$ cat config.mk
export PLATFORM = sky130hd
export DESIGN_NAME = spi_slave_os
export DESIGN_NICKNAME = d
export VERILOG_FILES = /design/src/rtl/spis_pkg.sv /design/src/rtl/spis_sync.sv /design/src/rtl/spis_edge.sv /design/src/rtl/spis_shift.sv /design/src/rtl/spi_slave_os.sv
export SDC_FILE = /design/constraint.sdc
export NUM_CORES = 1
export LEC_CHECK = 0
export BUFFER_PORTS_ARGS = -buffer_cell sky130_fd_sc_hd__clkbuf_2
export CAP_MARGIN = 20
export CORE_ASPECT_RATIO = 0.75
export CORE_MARGIN = 5
export CORE_UTILIZATION = 25
export CTS_CLUSTER_DIAMETER = 50
export CTS_CLUSTER_SIZE = 30
export DETAILED_ROUTE_END_ITERATION = 8
export HOLD_SLACK_MARGIN = 0.15
export PLACE_DENSITY = 0.45
export SYNTH_ARGS = -nofsm -noshare
export SYNTH_HDL_FRONTEND = slang
export SYNTH_SLANG_ARGS = --single-unit
$ cat constraint.sdc
create_clock -name clk -period 4.45 [get_ports clk]
set_input_delay 0.89 -clock clk [delete_from_list [all_inputs] [get_ports clk]]
set_output_delay 0.89 -clock clk [all_outputs]
set_load 0.02 [all_outputs]
$ cat src/rtl/spis_pkg.sv
package spis_pkg;
  typedef struct packed {
    logic sel_n;
    logic sck;
    logic mosi;
  } pins_t;

  localparam pins_t PINS_IDLE = '{sel_n: 1'b1, sck: 1'b0, mosi: 1'b0};
endpackage

$ cat src/rtl/spis_sync.sv
module spis_sync #(
  parameter int             W       = 1,
  parameter int             STAGES  = 2,
  parameter logic [W-1:0]   RST_VAL = '0
) (
  input  logic         clk,
  input  logic         rst,
  input  logic [W-1:0] d_i,
  output logic [W-1:0] q_o
);
  logic [W-1:0] stg [STAGES];

  always_ff @(posedge clk) begin
    if (rst) begin
      for (int i = 0; i < STAGES; i++) stg[i] <= RST_VAL;
    end else begin
      stg[0] <= d_i;
      for (int i = 1; i < STAGES; i++) stg[i] <= stg[i-1];
    end
  end

  assign q_o = stg[STAGES-1];
endmodule

$ cat src/rtl/spis_edge.sv
module spis_edge (
  input  logic clk,
  input  logic rst,
  input  logic lvl_i,
  output logic rise_o,
  output logic fall_o
);
  logic prev_q;

  always_ff @(posedge clk) begin
    if (rst) prev_q <= 1'b0;
    else     prev_q <= lvl_i;
  end

  assign rise_o = lvl_i & ~prev_q;
  assign fall_o = ~lvl_i & prev_q;
endmodule

$ cat src/rtl/spis_shift.sv
module spis_shift #(
  parameter int DW = 8
) (
  input  logic          clk,
  input  logic          rst,
  input  logic          sel_act_i,
  input  logic          rise_i,
  input  logic          fall_i,
  input  logic          mosi_i,
  input  logic          tx_load_i,
  input  logic [DW-1:0] tx_data_i,
  output logic          byte_done_o,
  output logic [DW-1:0] rx_word_o,
  output logic          miso_o
);
  localparam int            CW   = (DW > 1) ? $clog2(DW) : 1;
  localparam logic [CW-1:0] LAST = CW'(DW - 1);

  logic [CW-1:0] cnt;
  logic [DW-1:0] rxsr;
  logic [DW-1:0] txsr;
  logic          cnt_zero;

  assign cnt_zero    = (cnt == '0);
  assign byte_done_o = sel_act_i & rise_i & (cnt == LAST);
  assign rx_word_o   = {rxsr[DW-2:0], mosi_i};
  assign miso_o      = txsr[DW-1];

  always_ff @(posedge clk) begin
    if (rst) begin
      cnt  <= '0;
      rxsr <= '0;
      txsr <= '0;
    end else if (!sel_act_i) begin
      cnt  <= '0;
      rxsr <= '0;
      if (tx_load_i) txsr <= tx_data_i;
    end else begin
      if (rise_i) begin
        rxsr <= {rxsr[DW-2:0], mosi_i};
        cnt  <= (cnt == LAST) ? '0 : cnt + 1'b1;
      end
      if (fall_i && !cnt_zero)                 txsr <= {txsr[DW-2:0], 1'b0};
      else if (tx_load_i && cnt_zero && !rise_i) txsr <= tx_data_i;
    end
  end

  // mid-byte, the transmit register only moves on a falling edge
  p_no_mid_load_r8: assert property (@(posedge clk) disable iff (rst)
    (sel_act_i && !cnt_zero && !fall_i) |=> $stable(txsr));

  // while deselected the bit count stays at zero
  p_idle_count_r1: assert property (@(posedge clk) disable iff (rst)
    (!sel_act_i && $past(!sel_act_i)) |-> cnt_zero);
endmodule

$ cat src/rtl/spi_slave_os.sv
module spi_slave_os #(
  parameter int DW          = 8,
  parameter int SYNC_STAGES = 2
) (
  input  logic          clk,
  input  logic          rst,
  input  logic          sck_i,
  input  logic          mosi_i,
  input  logic          sel_n_i,
  output logic          miso_o,
  output logic          miso_oe_o,
  input  logic [DW-1:0] tx_data_i,
  input  logic          tx_load_i,
  input  logic          irq_en_i,
  input  logic          rx_read_i,
  output logic [DW-1:0] rx_data_o,
  output logic          done_o,
  output logic          irq_o,
  output logic          ovr_o
);
  import spis_pkg::*;

  pins_t         raw_pins, s_pins;
  logic          sel_act, rise, fall, byte_done, done_n;
  logic [DW-1:0] rx_word;

  assign raw_pins = '{sel_n: sel_n_i, sck: sck_i, mosi: mosi_i};

  spis_sync #(.W($bits(pins_t)), .STAGES(SYNC_STAGES), .RST_VAL(PINS_IDLE)) u_sync (
    .clk(clk), .rst(rst), .d_i(raw_pins), .q_o(s_pins)
  );

  assign sel_act = ~s_pins.sel_n;

  spis_edge u_edge (
    .clk(clk), .rst(rst), .lvl_i(s_pins.sck), .rise_o(rise), .fall_o(fall)
  );

  spis_shift #(.DW(DW)) u_shift (
    .clk(clk), .rst(rst), .sel_act_i(sel_act), .rise_i(rise), .fall_i(fall),
    .mosi_i(s_pins.mosi), .tx_load_i(tx_load_i), .tx_data_i(tx_data_i),
    .byte_done_o(byte_done), .rx_word_o(rx_word), .miso_o(miso_o)
  );

  assign done_n = byte_done | (done_o & ~rx_read_i);

  always_ff @(posedge clk) begin
    if (rst) begin
      rx_data_o <= '0;
      done_o    <= 1'b0;
      irq_o     <= 1'b0;
      ovr_o     <= 1'b0;
      miso_oe_o <= 1'b0;
    end else begin
      miso_oe_o <= sel_act;
      done_o    <= done_n;
      irq_o     <= done_n & irq_en_i;
      if (byte_done) begin
        rx_data_o <= rx_word;
        if (done_o && !rx_read_i) ovr_o <= 1'b1;
      end
    end
  end

  // no interrupt without a pending byte
  p_irq_needs_done_r4: assert property (@(posedge clk) disable iff (rst)
    irq_o |-> done_o);

  // overrun is sticky
  p_ovr_sticky_r6: assert property (@(posedge clk) disable iff (rst)
    ovr_o |=> ovr_o);

  // a read with no completing byte clears the flag
  p_read_clears_r5: assert property (@(posedge clk) disable iff (rst)
    (done_o && rx_read_i && !byte_done) |=> !done_o);

  // the flag only rises from a completed byte
  p_done_source_r3: assert property (@(posedge clk) disable iff (rst)
    $rose(done_o) |-> $past(byte_done));
endmodule

== Word-level counts from Yosys, hierarchy flattened ==
Memory sizes are Yosys's and may differ from the RTL's.
Cells that the tools add are included.

* Memory bits (writable): 6
* Memories: 1
* Input port bits: 16
* Logic and storage cells: 48
* Register bits: 31
* Output and inout port bits: 13

* Add/subtract/negate cells: 1
* Reduce and logical (&&, ||, !) cells: 12
* Bitwise logic cells: 13
* Eq/ne operators: 2
* Mux-type cells: 10

{| class="wikitable"
|+ Memories
! name !! words !! bits a word !! read ports !! clocked after Yosys merged registers in !! write ports !! line !! text
|-
| u_sync.stg || 2 || 3 || 2 || 0 || 2 || spis_sync.sv:11 || <nowiki>logic [W-1:0] stg [STAGES];</nowiki>
|}

{| class="wikitable"
|+ Operator list
! kind !! count
|-
| $mux W8 || 4
|-
| $mux W3 || 3
|-
| $and A1 B1 Y1 || 6
|-
| $logic_and A1 B1 Y1 || 4
|-
| $not A1 Y1 || 4
|-
| $reduce_and A2 Y1 || 2
|-
| $add A3 B1 Y3 const B || 1
|-
| $eq A3 B3 Y1 const B || 1
|-
| $logic_not A1 Y1 || 3
|-
| $logic_not A3 Y1 || 1
|-
| $mux W1 || 3
|-
| $or A1 B1 Y1 || 3
|-
| $reduce_bool A3 Y1 || 1
|-
| $ne A2 B2 Y1 const B || 1
|-
| $reduce_or A2 Y1 || 1
|}

== Depth between registers and ports, before layout ==
Gate-level depths: netlist of the first run.

* Depth after elaboration: 7
* Depth in mapped cells: 8
* Depth with buffers taken out: 6

== Modules after synthesis ==
A second synthesis of the first run with hierarchy kept.

* Cells, all modules: 138
* Area, all modules: 1457.6 um^2

{| class="wikitable"
|+ By module, submodules not included
! module !! area an instance (um^2) !! instances !! cells an instance !! sequential area each (um^2)
|-
| spis_shift || 817.0 || 1 || 80 || 360.3
|-
| spi_slave_os || 421.7 || 1 || 39 || 240.2
|-
| spis_sync || 180.2 || 1 || 15 || 120.1
|-
| spis_edge || 38.8 || 1 || 4 || 20.0
|}

== Least setup slack after synthesis of the first run ==
No wires, ideal clock.

* Path type: reg-to-reg
* Start point: register u_shift.cnt[0]
* End point: register u_shift.txsr[7]
* Arrival time: 1.636 ns
* Slack: 2.725 ns
* Cell stages (with the launch flop): 8
* Clock period less this slack: 1.725 ns
* Required time: 4.362 ns
* Setup time: 0.088 ns
* Path buffers: 2
* Path through: dfxtp_1 > inv_1 > ha_1 > nor2b_1 > or4b_1 > buf_2 > buf_6 > a311oi_2

* Longest elaborated chain between the ends: 5
* Elaborated cells on any way between the ends: 9
* Those cells by class: mux (2); reduce/logical (7)

{| class="wikitable"
|+ Ends and longest elaborated chain
! item !! line !! text
|-
| start, declared || spis_shift.sv:19 || <nowiki>logic [CW-1:0] cnt;</nowiki>
|-
| start signal, assigned || spis_shift.sv:41 || <nowiki>cnt <= (cnt == LAST) ? '0 : cnt + 1'b1;</nowiki>
|-
| $logic_not A3 Y1 * || spis_shift.sv:24 || <nowiki>assign cnt_zero = (cnt == '0);</nowiki>
|-
| $logic_and A1 B1 Y1 or $logic_not A1 Y1 (tied branches) || spis_shift.sv:44, spis_shift.sv:43 ||
|-
| $logic_and A1 B1 Y1 (on tied branches) || spis_shift.sv:44, spis_shift.sv:43 ||
|-
| $reduce_bool A3 Y1 (no source line) or $mux W8 (tied branches) || - ||
|-
| $reduce_and A2 Y1 (no source line) or $mux W8 (tied branches) || - ||
|-
| end signal, assigned || spis_shift.sv:37 || <nowiki>if (tx_load_i) txsr <= tx_data_i;</nowiki>
|-
| end signal, assigned || spis_shift.sv:43 || <nowiki>if (fall_i && !cnt_zero) txsr <= {txsr[DW-2:0], 1'b0};</nowiki>
|-
| end signal, assigned || spis_shift.sv:44 || <nowiki>else if (tx_load_i && cnt_zero && !rise_i) txsr <= tx_data_i;</nowiki>
|-
| end, declared || spis_shift.sv:21 || <nowiki>logic [DW-1:0] txsr;</nowiki>
|}

Mark *: on every way between the ends. The rest lies on a longest branch, timed or not.
A chain may end at the register's enable or synchronous reset.

== Worst setup path after layout of the first run ==
* Start point: register u_shift.cnt[0]
* End point: register u_shift.txsr[2]

The elaborated chain is that of the path after synthesis.

==> results of run 1 <==
[sequential cells by signal (all words and copies together) (netlist names)]
signal	count
u_shift.rxsr	7
irq_o	1
ovr_o	1
u_sync.stg	6
miso_oe_o	1
u_shift.txsr	8
u_edge.prev_q	1
rx_data_o	8
done_o	1
u_shift.cnt	3
[stage by stage]
stage          instances  hold WS [ps]  total power, µW  cell area [µm²]  utilization, %
3_3_place_gp         254         397.1            376.9             1590           29.55
5_1_grt              262         437.3            616.1             1673           31.09
6_report             262         409.9            589.4             1673           31.09
4_1_cts              262         415.6            601.4             1673           31.09
2_1_floorplan        160         389.5            366.1             1400               -
3_5_place_dp         254         398.1            376.8             1590           29.55
[logic make-up (layout without fill, tap and decap cells)]
kind of cell               after synthesis  in the layout  share of synthesized area (%)
adders and majority gates                3              3                          2.681
and+or+nand+nor                         69             69                          23.59
buffers and inverters                   13             40                          4.200
AOI/OAI and AO/OA                       38             38                          16.62
DFF                                     37             37                          52.90
[final cells by class]
class	count	area [µm²]	share of cell area [%]
timing repair buffer	28	140.1	8.377
sequential	37	740.7	44.28
clock buffer	6	72.57	4.338
tap	75	93.84	5.610
inverter	4	15.01	0.8975
multi-input combinational	110	600.6	35.90
clock inverter	2	10.01	0.5984
[layout by cell type, fill, tap and decap left out, types with 2 or more instances in the layout]
cell type	count
sky130_fd_sc_hd__nand2_1	33
sky130_fd_sc_hd__a311oi_1	6
sky130_fd_sc_hd__clkinv_2	2
sky130_fd_sc_hd__nand3b_1	2
sky130_fd_sc_hd__nand3_1	8
sky130_fd_sc_hd__clkbuf_2	28
sky130_fd_sc_hd__nor2b_1	7
sky130_fd_sc_hd__ha_1	3
sky130_fd_sc_hd__or2_2	3
sky130_fd_sc_hd__a21oi_1	20
sky130_fd_sc_hd__inv_1	4
sky130_fd_sc_hd__dfxtp_1	37
sky130_fd_sc_hd__clkbuf_8	5
sky130_fd_sc_hd__nor2_1	9
sky130_fd_sc_hd__nand2b_1	2
sky130_fd_sc_hd__o21ai_0	8
[power by group]
part | internal, µW | switching [µW]
combinational | 11.7 | 15.0
clock | 108 | 112
sequential | 338 | 3.60
[worst reg2reg max path, cell delays in order (launching register included)]
cell and delay (ps):
sky130_fd_sc_hd__dfxtp_1 380, sky130_fd_sc_hd__inv_1 60, sky130_fd_sc_hd__ha_1 190, sky130_fd_sc_hd__nor2b_1 160
sky130_fd_sc_hd__or4b_1 720, sky130_fd_sc_hd__a311oi_1 330
[worst max path at each step]
stage	from	to	slack, ps	cells past startpoint
finish	u_shift.cnt[0]	u_shift.txsr[2]	2520	5
global route	u_sync.stg[0][4]	irq_o	2340	4
CTS	u_shift.cnt[0]	u_shift.txsr[2]	2520	5
detailed placement	rst	u_shift.rxsr[1]	2460	3
global placement	rst	u_shift.rxsr[2]	2510	3
floorplan	u_shift.cnt[0]	u_shift.txsr[7]	2730	7
[per-layer routing]
| layer | up-vias | routed length, µm | GRT usage (%) |
|---|---|---|---|
| met3 | 5 | 129 | 3.097 |
| met5 | - | 0 | 0 |
| li1 | 595 | - | - |
| met1 | 496 | 1502 | 12.00 |
| met4 | 0 | 40 | 3.733 |
| met2 | 21 | 1203 | 12.62 |
==> out/results.txt, run 1 <==
During synthesis, Yosys emitted a total of 0 warnings. The worst clock skew came out at 3.432 ps. The clock drives 37 sinks. The run gives 29 as the I/O pin count. The tools report the portion of the post-synthesis area used by sequential elements as 52.90%. Setup repair after global routing left no endpoint under its margin.

The largest delay contributor family on the critical path is simple AND/OR/NAND/NOR gates. For the die outline area, the log shows 7212 µm². The run gives 4630 ps as the required time at the worst-slack endpoint. Relative to the synthesized area, the layout overhead comes to 19.48%.

The tree is rooted in a sky130_fd_sc_hd__clkbuf_8. The number of hold violations in the final report was 0; the die boundary width was 96.41 µm. The headroom to the max-slew limit came out at 55.13%. The worst register-to-register path begins at u_shift.cnt[0].

The number of antenna violations at the first check in global routing was 0. CTS built an H-tree with a depth of 2. The worst setup path is captured at a register.

The most common cell in the synthesized netlist is sky130_fd_sc_hd__dfxtp_1. The logs give 0 for the number of pins with negative max-slew slack in the final report and 1992 µm for the half-perimeter wire length after detailed placement. STA puts the critical path data arrival time at 2110 ps. In the final layout, the share of cells above drive strength 1 is 21.93%.

Using the TritonRoute via totals, the vias-per-cell ratio works out to 4.263. Among all flip-flop cells after synthesis, the most frequent one is sky130_fd_sc_hd__dfxtp_1. After clock tree synthesis, the clock-pin slew on the worst setup and hold paths is 70 ps.

Of all nets on the critical path, the largest fanout is 14. The highest cell delay on the worst timing path was 720 ps; the number of port buffers was 28. Dividing the detail-routed wire length by the instance count gives 10.97 µm. The part of the cycle the worst path needs came out at 43.41%. The run gives 2520 ps as the slack of the worst reg-to-reg path. Summed over its instances, the top area cell type makes up 52.90% of the synthesized netlist area. Wires add up to 2874 µm. The tightest min-delay check is of the reg2reg type.

The via count of the first global-routing pass was 1031; the largest net degree at the start of global routing was 27. For this block, the initial DRC count from the detailed router was 60. In this run the power density over the cells is 352.3 nW/µm². Yosys mapped a number of flops with a built-in enable equal to 0.

The first global-routing pass estimated 4802 µm of wire. Across the run, the number of max-cap violations was 0. Counting the buffers created by CTS gives 5. In the synthesized netlist, the cells that appear most often are sky130_fd_sc_hd__dfxtp_1 (37), sky130_fd_sc_hd__nand2_1 (33), sky130_fd_sc_hd__a21oi_1 (20), sky130_fd_sc_hd__nor2_1 (9). In the post-route analysis, the smallest setup slack over all paths is 2518 ps. The number of buffer and inverter stages on the critical path was 1. Timing analysis after detailed placement gives a worst setup slack of 2464 ps. By area the synthesized netlist is led by sky130_fd_sc_hd__dfxtp_1 (53%), sky130_fd_sc_hd__nand2_1 (8.8%), sky130_fd_sc_hd__a21oi_1 (7.1%).

After the last flow step, the layout net total stands at 205. For the quantity of gates resized following cts, the log shows 0. The capture instance of the worst register-to-register path is u_shift.txsr[2]. The share of flip-flops with an asynchronous set or reset came out at 0%. The flow ran to the end, and the final reports show no timing, DRC or antenna violations. The maximum clock frequency was 517.6 MHz. Yosys mapped the design onto 25 distinct sky130hd cell types.

VDD sags by at most 190.0 µV. The setup path with the least slack is of type reg2reg. The number of remaining DRC errors was 0; the post-synthesis area per instance was 8.751 µm².

Synthesis produced a netlist whose cell count is 160. The run gives 4 as the number of search-and-repair iterations in the first detailed-routing pass. The number of nets produced by synthesis was 179; the aggregate global routing overflow was 0. For this design, the slowest cell found on the critical path is sky130_fd_sc_hd__or4b_1.

The core area is 5381 µm². For the latest clock arrival within the worst-skew pair, the log shows 280 ps. In this run the cell area of the synthesized design comes to 1400 µm². Cell taking the most area after synthesis: sky130_fd_sc_hd__dfxtp_1. Across all layers, the routed design uses 1117 vias.

The leakage power summed over all cells was 0.0006337 µW; the instance count along the most critical hold path was 1. The run gives 23 as the number of rows created at floorplan. Counting along the longest clock path gives a buffer depth of 2.

The routed design could run at a clock period as short as 1932 ps. The worst setup path is launched from a register. The number of cell instances on the worst register-to-register path was 5; the remaining antenna violation count after routing was 0.

0 antenna diodes ended up in the layout. For this run, the total global-route usage over all layers was measured as 8.797%. For this configuration, the core starts out at a cell density of 26.02%.

The tools report the endpoint of the worst hold-timing path as u_sync.stg[0][5]. At the end of routability-driven placement, the weighted congestion stood at 0.7139. The number of buffers inserted to repair setup after CTS is 0, and the slew at the pin closest to its max-slew limit is 671.7 ps. The height of the die was 74.81 µm; the total setup violations reported at the end of the flow was 0. The critical path goes through inv_1 > ha_1 > nor2b_1 > or4b_1 > a311oi_1. The flip-flop and latch count after synthesis came out at 37.

In this run the most critical hold path is launched from u_sync.stg[0][2]. The setup TNS after final layout was 0 ps; the number of fill cells was 591. After clock tree synthesis, the flow added hold-fix buffers numbering 0. TritonCTS built the clock tree.
(Power assumes the default switching activity.)
==> run 2: changes to the inputs <==
- clock period: 4.45 -> 1.8 ns (I/O delays scaled with it)
==> run 2 against run 1 <==
  * Hold slack got worse by 160 ps
  * Utilization is 1.3 points higher
  * Global-route usage increased by 0.065 points
  * Cell count up 3.1%
  * Register-to-register slack got worse by 2400 ps
  * Design area is 4.0% higher
==> out/results.txt, run 2 (synthesis gave the netlist of run 1 again) <==
The flow ran to the end, and the final reports show no timing, DRC or antenna violations. The tools report the number of buffers inserted to repair setup after CTS as 0. The largest net degree at the start of global routing was 15; the highest fanout seen on the critical path was 14. The clock tree synthesis step divided the H-tree into 2 levels.

For the count of antenna diodes in the layout, the log shows 0. The worst setup path is launched from a register. The worst hold path was traced through 2 stages.

The clock passes through at most 2 buffers. In this run, placement finished with an instance count of 262. The kind of critical path was reg2reg. The later pin in the worst-skew pair is clocked with a latency of 290 ps. The critical path starts at u_shift.cnt[0]. The remaining antenna violation count after routing is 0. The height of the die works out to 74.81 µm.

The tools report the half-perimeter wire length after detailed placement as 2087 µm. The detailed-route vias per instance came out at 4.311. Counting the buffers created by CTS gives 5.

The tools report the hold path startpoint as sel_n_i. In the final routed layout, each cell accounts on average for 11.11 µm. The synthesis-to-finish area growth came out at 24.31%.

The initial core utilization came out at 26.02%. TritonCTS built the clock tree. For this run, the top clock speed supported by timing is 594.4 MHz. At the end of routability-driven placement, the weighted congestion stood at 0.7198. After clock tree synthesis, the clock-pin slew on the worst setup and hold paths is 70 ps. The finished layout holds 270 standard cells, fillers aside.

After layout, the worst path uses 93.47% of the clock period. The setup check on the worst reg-to-reg path leaves a slack of 120 ps. Row generation in the floorplan step produced 23 rows. For the overall routing resource usage, the log shows 8.862%. The tools report the peak supply drop as 380.0 µV. Summing over every cut layer, the via total after detailed routing is 1164.

Setup violations remaining at the end of the flow were counted as 0. The library cells used most frequently in the layout, excluding fill and tap cells, are sky130_fd_sc_hd__dfxtp_1 (36), sky130_fd_sc_hd__nand2_1 (33), sky130_fd_sc_hd__clkbuf_2 (28). Number of search-and-repair iterations in the first detailed-routing pass: 4.

The logs give 1098 for the via count of the first global-routing pass and 80.93% for the headroom to the max-slew limit. The worst path needs 1682 ps of the cycle, external delays included. Setup repair after global routing left no endpoint under its margin. Number of pins with negative max-slew slack in the final report: 0. In the routed design, unresolved DRC markers number 0. The tools report the sequential cell area as 742.0 µm².

Capture instance of the worst register-to-register path: u_shift.txsr[7]. The number of port buffers was 28; the I/O pin count was 29. Cells with a size suffix above 1 make up 26.15% of the layout.

The region available for standard cell placement spans 5381 µm². In the final layout, the multi-input gates occupy 606.8 µm². In this run the horizontal extent of the chip is 96.41 µm.

The count of maximum capacitance violations was 0; the power density relative to cell area was 851.6 nW/µm². The worst hold path terminates at u_sync.stg[0][2]. The first global-routing pass estimated 4864 µm of wire. Total wire length: 2999 µm. The worst register-to-register path has a depth of 7. STA classifies the critical path endpoint as a register. The run gives 1850 ps as the worst path arrival time. The startpoint identified for the worst register-to-register timing path is u_shift.cnt[0]. CTS placed an instance of sky130_fd_sc_hd__clkbuf_8 at the clock tree root.

The logs give 0 for the aggregate global routing overflow and 37 for the clock sink count. The run gives 0 as the number of hold violations in the final report. For the number of antenna violations at the first check in global routing, the log shows 0. Between clock sinks in the finished design, the worst skew comes to 8.381 ps. The leakage power summed over all cells was 0.0006732 µW; the number of fill cells was 600. The net count of the finished layout is 213. Leaving out fill and tap cells, the most frequent cell in the layout is sky130_fd_sc_hd__dfxtp_1. For the pin with the worst max-slew slack, the measured transition is 282.1 ps. The worst min-delay path class is in2reg. The number of violations reported at the end of detailed-routing iteration 0 was 36; the setup TNS after final layout was 0 ps. In the final layout, the registers with the most flip-flops are rx_data_o x8, u_shift.txsr x8, u_shift.rxsr x7. The die covers 7212 µm². For the worst setup path, the data required time is 1970 ps.
## run 2: cell count changes in the layout (fill, tap and decap cells not counted), sizes merged
cell / previous run / this run
buf: 0 / 8
## run 2: stage by stage
| stage | utilization, % | instance area [µm²] | total power, µW | hold slack, ps | setup slack [ps] |
|---|---|---|---|---|---|
| floorplan | - | 1400 | 905.1 | 389.5 | 75.44 |
| global placement | 30.67 | 1650 | 937.2 | 405.0 | 131.5 |
| detailed placement | 30.67 | 1650 | 937.3 | 401.5 | 91.11 |
| CTS | 32.20 | 1733 | 1505 | 239.9 | 76.91 |
| global route | 32.34 | 1740 | 1549 | 242.5 | 10.33 |
| finish | 32.34 | 1740 | 1482 | 250.5 | 117.6 |
## run 2: area by class of cell
class / count / share of cell area (%)
clock inverter: 2 / 0.5751
timing repair buffer: 36 / 11.50
inverter: 4 / 0.8627
tap: 75 / 5.392
multi-input combinational: 110 / 34.87
sequential: 37 / 42.63
clock buffer: 6 / 4.170
## run 2: worst max-delay path by stage
stage	end	slack [ps]	depth (start not counted)
2_1_floorplan	u_shift.txsr[7]	80	7
6_report	u_shift.txsr[7]	120	7
4_1_cts	u_shift.txsr[7]	80	6
5_1_grt	u_shift.txsr[2]	10	6
3_3_place_gp	u_shift.txsr[7]	130	6
3_5_place_dp	u_shift.txsr[7]	90	7
## run 2: worst max-delay path, cell delays in order (launching register included)
cell and delay [ps]:
sky130_fd_sc_hd__dfxtp_2 350, sky130_fd_sc_hd__inv_1 50, sky130_fd_sc_hd__ha_1 170, sky130_fd_sc_hd__nor2b_1 140
sky130_fd_sc_hd__or4b_1 460, sky130_fd_sc_hd__buf_4 200, sky130_fd_sc_hd__nor2_1 130, sky130_fd_sc_hd__a311oi_2 60
## run 2: where the power goes
part           leakage (µW)  internal (µW)  switching, µW  total (µW)
registers          0.000302            836           9.03         845
logic              0.000327           33.7           39.4        73.1
clock network     0.0000450            268            296         564
total              0.000673           1140            344        1480
## run 2: per-layer routing
| metal | routed length, µm | share of wire (%) | GRT usage, % |
|---|---|---|---|
| met5 | 0 | 0 | 0 |
| met4 | 59 | 2.0 | 4.666 |
| met1 | 1600 | 53 | 11.82 |
| met2 | 1164 | 39 | 12.09 |
| met3 | 174 | 5.8 | 3.796 |
## run 2: timing repair
action | CTS | global route
endpoints found under the setup margin | 0 | 3
hold buffers | 0 | 0
gates resized for setup | 0 | 2
==> run 3: changes to the inputs <==
- BUFFER_PORTS_ARGS: -buffer_cell sky130_fd_sc_hd__clkbuf_2 -> default
- DONT_BUFFER_PORTS: default -> 1
- PLACE_DENSITY: 0.45 -> 0.4
- SYNTH_HIERARCHICAL: default -> 1
==> run 3 against run 2 <==
  * Hold slack got worse by 81 ps
  * Worst setup slack got worse by 23 ps
  * Area after synthesis grew 4.1%
  * Count of clock-buffer cells in the layout stayed put
  * Clock skew decreased by 3.0 ps
  * Non-clock buffer count fell by 30
  * Global-route usage is 1.1 points lower
  * Sequential power about the same
  * Utilization decreased by 3.2 points
  * Design area down 3.8%
  * Maximum frequency down 1.3%
  * Die area is 3.6% higher
==> out/results.txt, run 3 <==
Clock-pin slew was measured on the worst setup and hold paths at 70 ps. The critical path depth in cells was 7. Synthesis inferred 37 register bits.

Using the TritonRoute via totals, the vias-per-cell ratio works out to 4.046. The synthesis-to-finish area growth was 14.85%; the slew at the pin closest to its max-slew limit was 451.8 ps. The tools report the setup TNS after final layout as 0 ps.

For the latest clock arrival within the worst-skew pair, the log shows 290 ps. In this run the cell area of the synthesized design comes to 1458 µm². The largest individual stage delay along the critical path comes from the cell sky130_fd_sc_hd__or3b_1. In this run the critical register-to-register path is launched from u_shift/cnt[0]. Required time at the worst-slack endpoint: 1970 ps.

Most common cell after layout, fill and taps aside: sky130_fd_sc_hd__dfxtp_1. For this run, global-route usage on met2 was measured as 12.02%. For the worst setup path, the data arrival time is 1880 ps.

The tools report the number of pins with negative max-slew slack in the final report as 0. Across all layers, the routed design uses 886 vias. When the netlist entered floorplanning its net count stood at 157. The area share of the largest cell type after synthesis was 50.82%. Port buffering added 0 buffers. Clock tree synthesis selected as its root buffer the cell sky130_fd_sc_hd__clkbuf_8. The instance count along the most critical hold path works out to 1. The net count reported at finish came out at 159. The clock sink count was 37; the maximum clock frequency was 586.4 MHz.

The peak supply drop was 249.1 µV; the routability congestion estimate from global placement was 0.6128. The tools report the endpoint of the worst hold-timing path as u_sync/stg[0][5]. Synthesis handed over a netlist of 138 instances.

For this run, the slowest stage of the critical path takes 350 ps. The die covers 7474 µm². Between clock sinks in the finished design, the worst skew comes to 5.387 ps. For the met1 global-route usage, the log shows 9.661%.

The critical path is of the reg2reg type. Setup repair after global routing left no endpoint under its margin. The die is 98.17 µm wide.

Number of distinct library cell variants in the gate-level netlist after synthesis: 23. Among all flip-flop cells after synthesis, the most frequent one is sky130_fd_sc_hd__dfxtp_1. In the global route stage, met3 resource usage came out at 2.562%. In this run the vertical extent of the chip is 76.13 µm. The largest registers in the layout are rx_data_o x8, u_shift/txsr x8, u_shift/rxsr x7.

For the quantity of gates resized following cts, the log shows 0. By area the synthesized netlist is led by sky130_fd_sc_hd__dfxtp_1 (51%), sky130_fd_sc_hd__mux2i_1 (17%), sky130_fd_sc_hd__nor2_1 (7.0%). Once detailed placement completed, the half-perimeter wirelength came to 1811 µm.

The kind of cell with the highest combined delay along the critical path is simple AND/OR/NAND/NOR gates. The leakage power summed over all cells was 0.0006248 µW; the number of synthesized flops with an enable pin was 0. Clock tree synthesis inserted a total of 5 buffers.

The worst setup path is launched from a register. The headroom to the max-slew limit is 69.78%, and the power density relative to cell area is 995.8 nW/µm². The initial utilization of the core area, before any placement, comes to 25.41%.

The number of search-and-repair iterations in the first detailed-routing pass was 2. The worst setup path is captured at a register. The hold path startpoint is rst.

The number of hold violations in the final report was 0; the total number of yosys warnings was 6. The number of violations reported at the end of detailed-routing iteration 0 was 30; the number of buffers inserted to repair setup after CTS was 0. Counting instances in the post-synthesis netlist gives the leading cell types as sky130_fd_sc_hd__dfxtp_1 (37), sky130_fd_sc_hd__nor2_1 (27), sky130_fd_sc_hd__mux2i_1 (25), sky130_fd_sc_hd__a211oi_2 (7), sky130_fd_sc_hd__nor2b_1 (7).

The clock period could shrink to 1705 ps. TritonCTS built the clock tree. The total setup violations reported at the end of the flow was 0. The highest fanout seen on the critical path was 9. Once layout is complete, the cells apart from fillers number 219. Count of maximum capacitance violations: 0. Cells with a size suffix above 1 make up 15.60% of the layout.

The part of the cycle the worst path needs was 94.74%. The instance count after placement with tap cells included was 209; the via count of the first global-routing pass was 936. The total wire length is 2635 µm. The cell taking the most area after synthesis was sky130_fd_sc_hd__dfxtp_1.

The logs give 0 for the number of antenna violations at the first check in global routing and 0 for the aggregate global routing overflow. The library cells used most frequently in the layout, excluding fill and tap cells, are sky130_fd_sc_hd__dfxtp_1 (37), sky130_fd_sc_hd__nor2_1 (27), sky130_fd_sc_hd__mux2i_1 (25). The largest net degree at the start of global routing is 25, and the overall routing resource usage is 7.802%. The first-pass GRT wire length was 4643 µm; the number of rows created at floorplan was 24.

The clock passes through at most 2 buffers. 29 I/O pins were placed. The region available for standard cell placement spans 5736 µm².

Traced cell by cell, the critical path runs through inv_1 > ha_1 > or3b_1 > a21boi_1 > buf_4 > mux2i_1 > a211oi_2. After detailed routing, the number of remaining DRC violations is 0. For the slack of the worst reg-to-reg path, the log shows 90 ps. Averaged over all synthesized cells, the footprint is 10.56 µm². The worst min-delay path class is in2reg. In this run the most used layer during global routing was met2. The number of cell instances on the worst register-to-register path was 7; the remaining antenna violation count after routing was 0.

Sequential elements use 50.82% of the synthesized area. The run finished with clean final reports. The routed length per placed instance was 12.03 µm; the count of antenna diodes in the layout was 0. The most common cell in the synthesized netlist was sky130_fd_sc_hd__dfxtp_1.

The critical path contains buffers and inverters numbering 2 combined. Number of H-tree levels: 2. The worst register-to-register path ends at u_shift/txsr[3]. Of all flip-flops after synthesis, the portion carrying an async set or reset was 0%.
-- run 3: cell count changes in the layout (fill, tap and decap cells not counted), moves of 3 or more --
cell                       change
sky130_fd_sc_hd__nand2_1      -32
sky130_fd_sc_hd__clkbuf_2     -28
sky130_fd_sc_hd__mux2i_1      +25
sky130_fd_sc_hd__nor2_1       +18
sky130_fd_sc_hd__a21oi_1      -17
sky130_fd_sc_hd__o21ai_0       -8
sky130_fd_sc_hd__a211oi_2      +7
sky130_fd_sc_hd__nand3_1       -7
sky130_fd_sc_hd__a311oi_1      -5
sky130_fd_sc_hd__buf_4         -4
sky130_fd_sc_hd__nand2b_1      +3
sky130_fd_sc_hd__or2_2         -3
-- run 3: worst register-to-register path, delay by kind of cell, from the launching register on --
family / cells / cell delay (ps)
AOI/OAI and AO/OA: 2 / 240
and+or+nand+nor: 1 / 350
muxes: 1 / 240
DFF: 1 / 340
adders and majority gates: 1 / 160
buffers and inverters: 2 / 270
-- run 3: through the flow --
step	area, µm²	utilization (%)	hold WS [ps]	setup slack [ps]	power (µW)
5_1_grt	1674	29.19	164.3	3.126	1733
4_1_cts	1647	28.71	154.3	29.98	1699
3_5_place_dp	1516	26.44	402.9	94.23	920.5
2_1_floorplan	1458	-	383.2	35.02	923.0
6_report	1674	29.19	169.6	94.64	1667
3_3_place_gp	1516	26.44	396.4	152.9	919.1
-- run 3: report_power, final --
group | internal [µW] | total, µW | switching (µW) | leakage, µW
clock network | 450 | 747 | 297 | 0.0000574
logic | 37.7 | 72.2 | 34.4 | 0.000266
registers | 837 | 847 | 10.9 | 0.000301
-- run 3: logic make-up after synthesis --
family / count (synthesis) / synth area share, %
DFF: 37 / 50.82
adders and majority gates: 3 / 2.575
and+or+nand+nor: 46 / 15.11
buffers and inverters: 15 / 5.923
muxes: 25 / 17.17
AOI/OAI and AO/OA: 12 / 8.411
-- run 3: how the worst max path moves through the flow --
| stage | startpoint | endpoint | slack, ps |
|---|---|---|---|
| global route | u_shift/cnt[0] | u_shift/txsr[7] | 3 |
| CTS | u_shift/cnt[0] | u_shift/txsr[7] | 30 |
| global placement | u_shift/cnt[0] | u_shift/txsr[1] | 150 |
| finish | u_shift/cnt[0] | u_shift/txsr[3] | 90 |
| floorplan | u_sync/stg[0][4] | rx_data_o[0] | 40 |
| detailed placement | u_shift/cnt[0] | u_shift/txsr[3] | 90 |
-- run 3: metal layers --
metal / share of wire (%) / up-vias
met5: 0 / -
met4: 0.76 / 0
met3: 3.1 / 2
met2: 48 / 11
met1: 48 / 413
li1: - / 460
-- run 3: repair_timing --
item / in CTS / in global routing
hold buffers: 1 / 0
endpoints found under the setup margin: 0 / 0
endpoints found under the hold margin: 24 / 0
-- run 3: final cells by class --
type	count	area (µm²)
fill	604	4061
sequential	37	740.7
multi-input combinational	86	630.6
tap	78	97.59
clock buffer	6	82.58
timing repair buffer	6	67.56
clock inverter	2	37.54
inverter	4	17.52
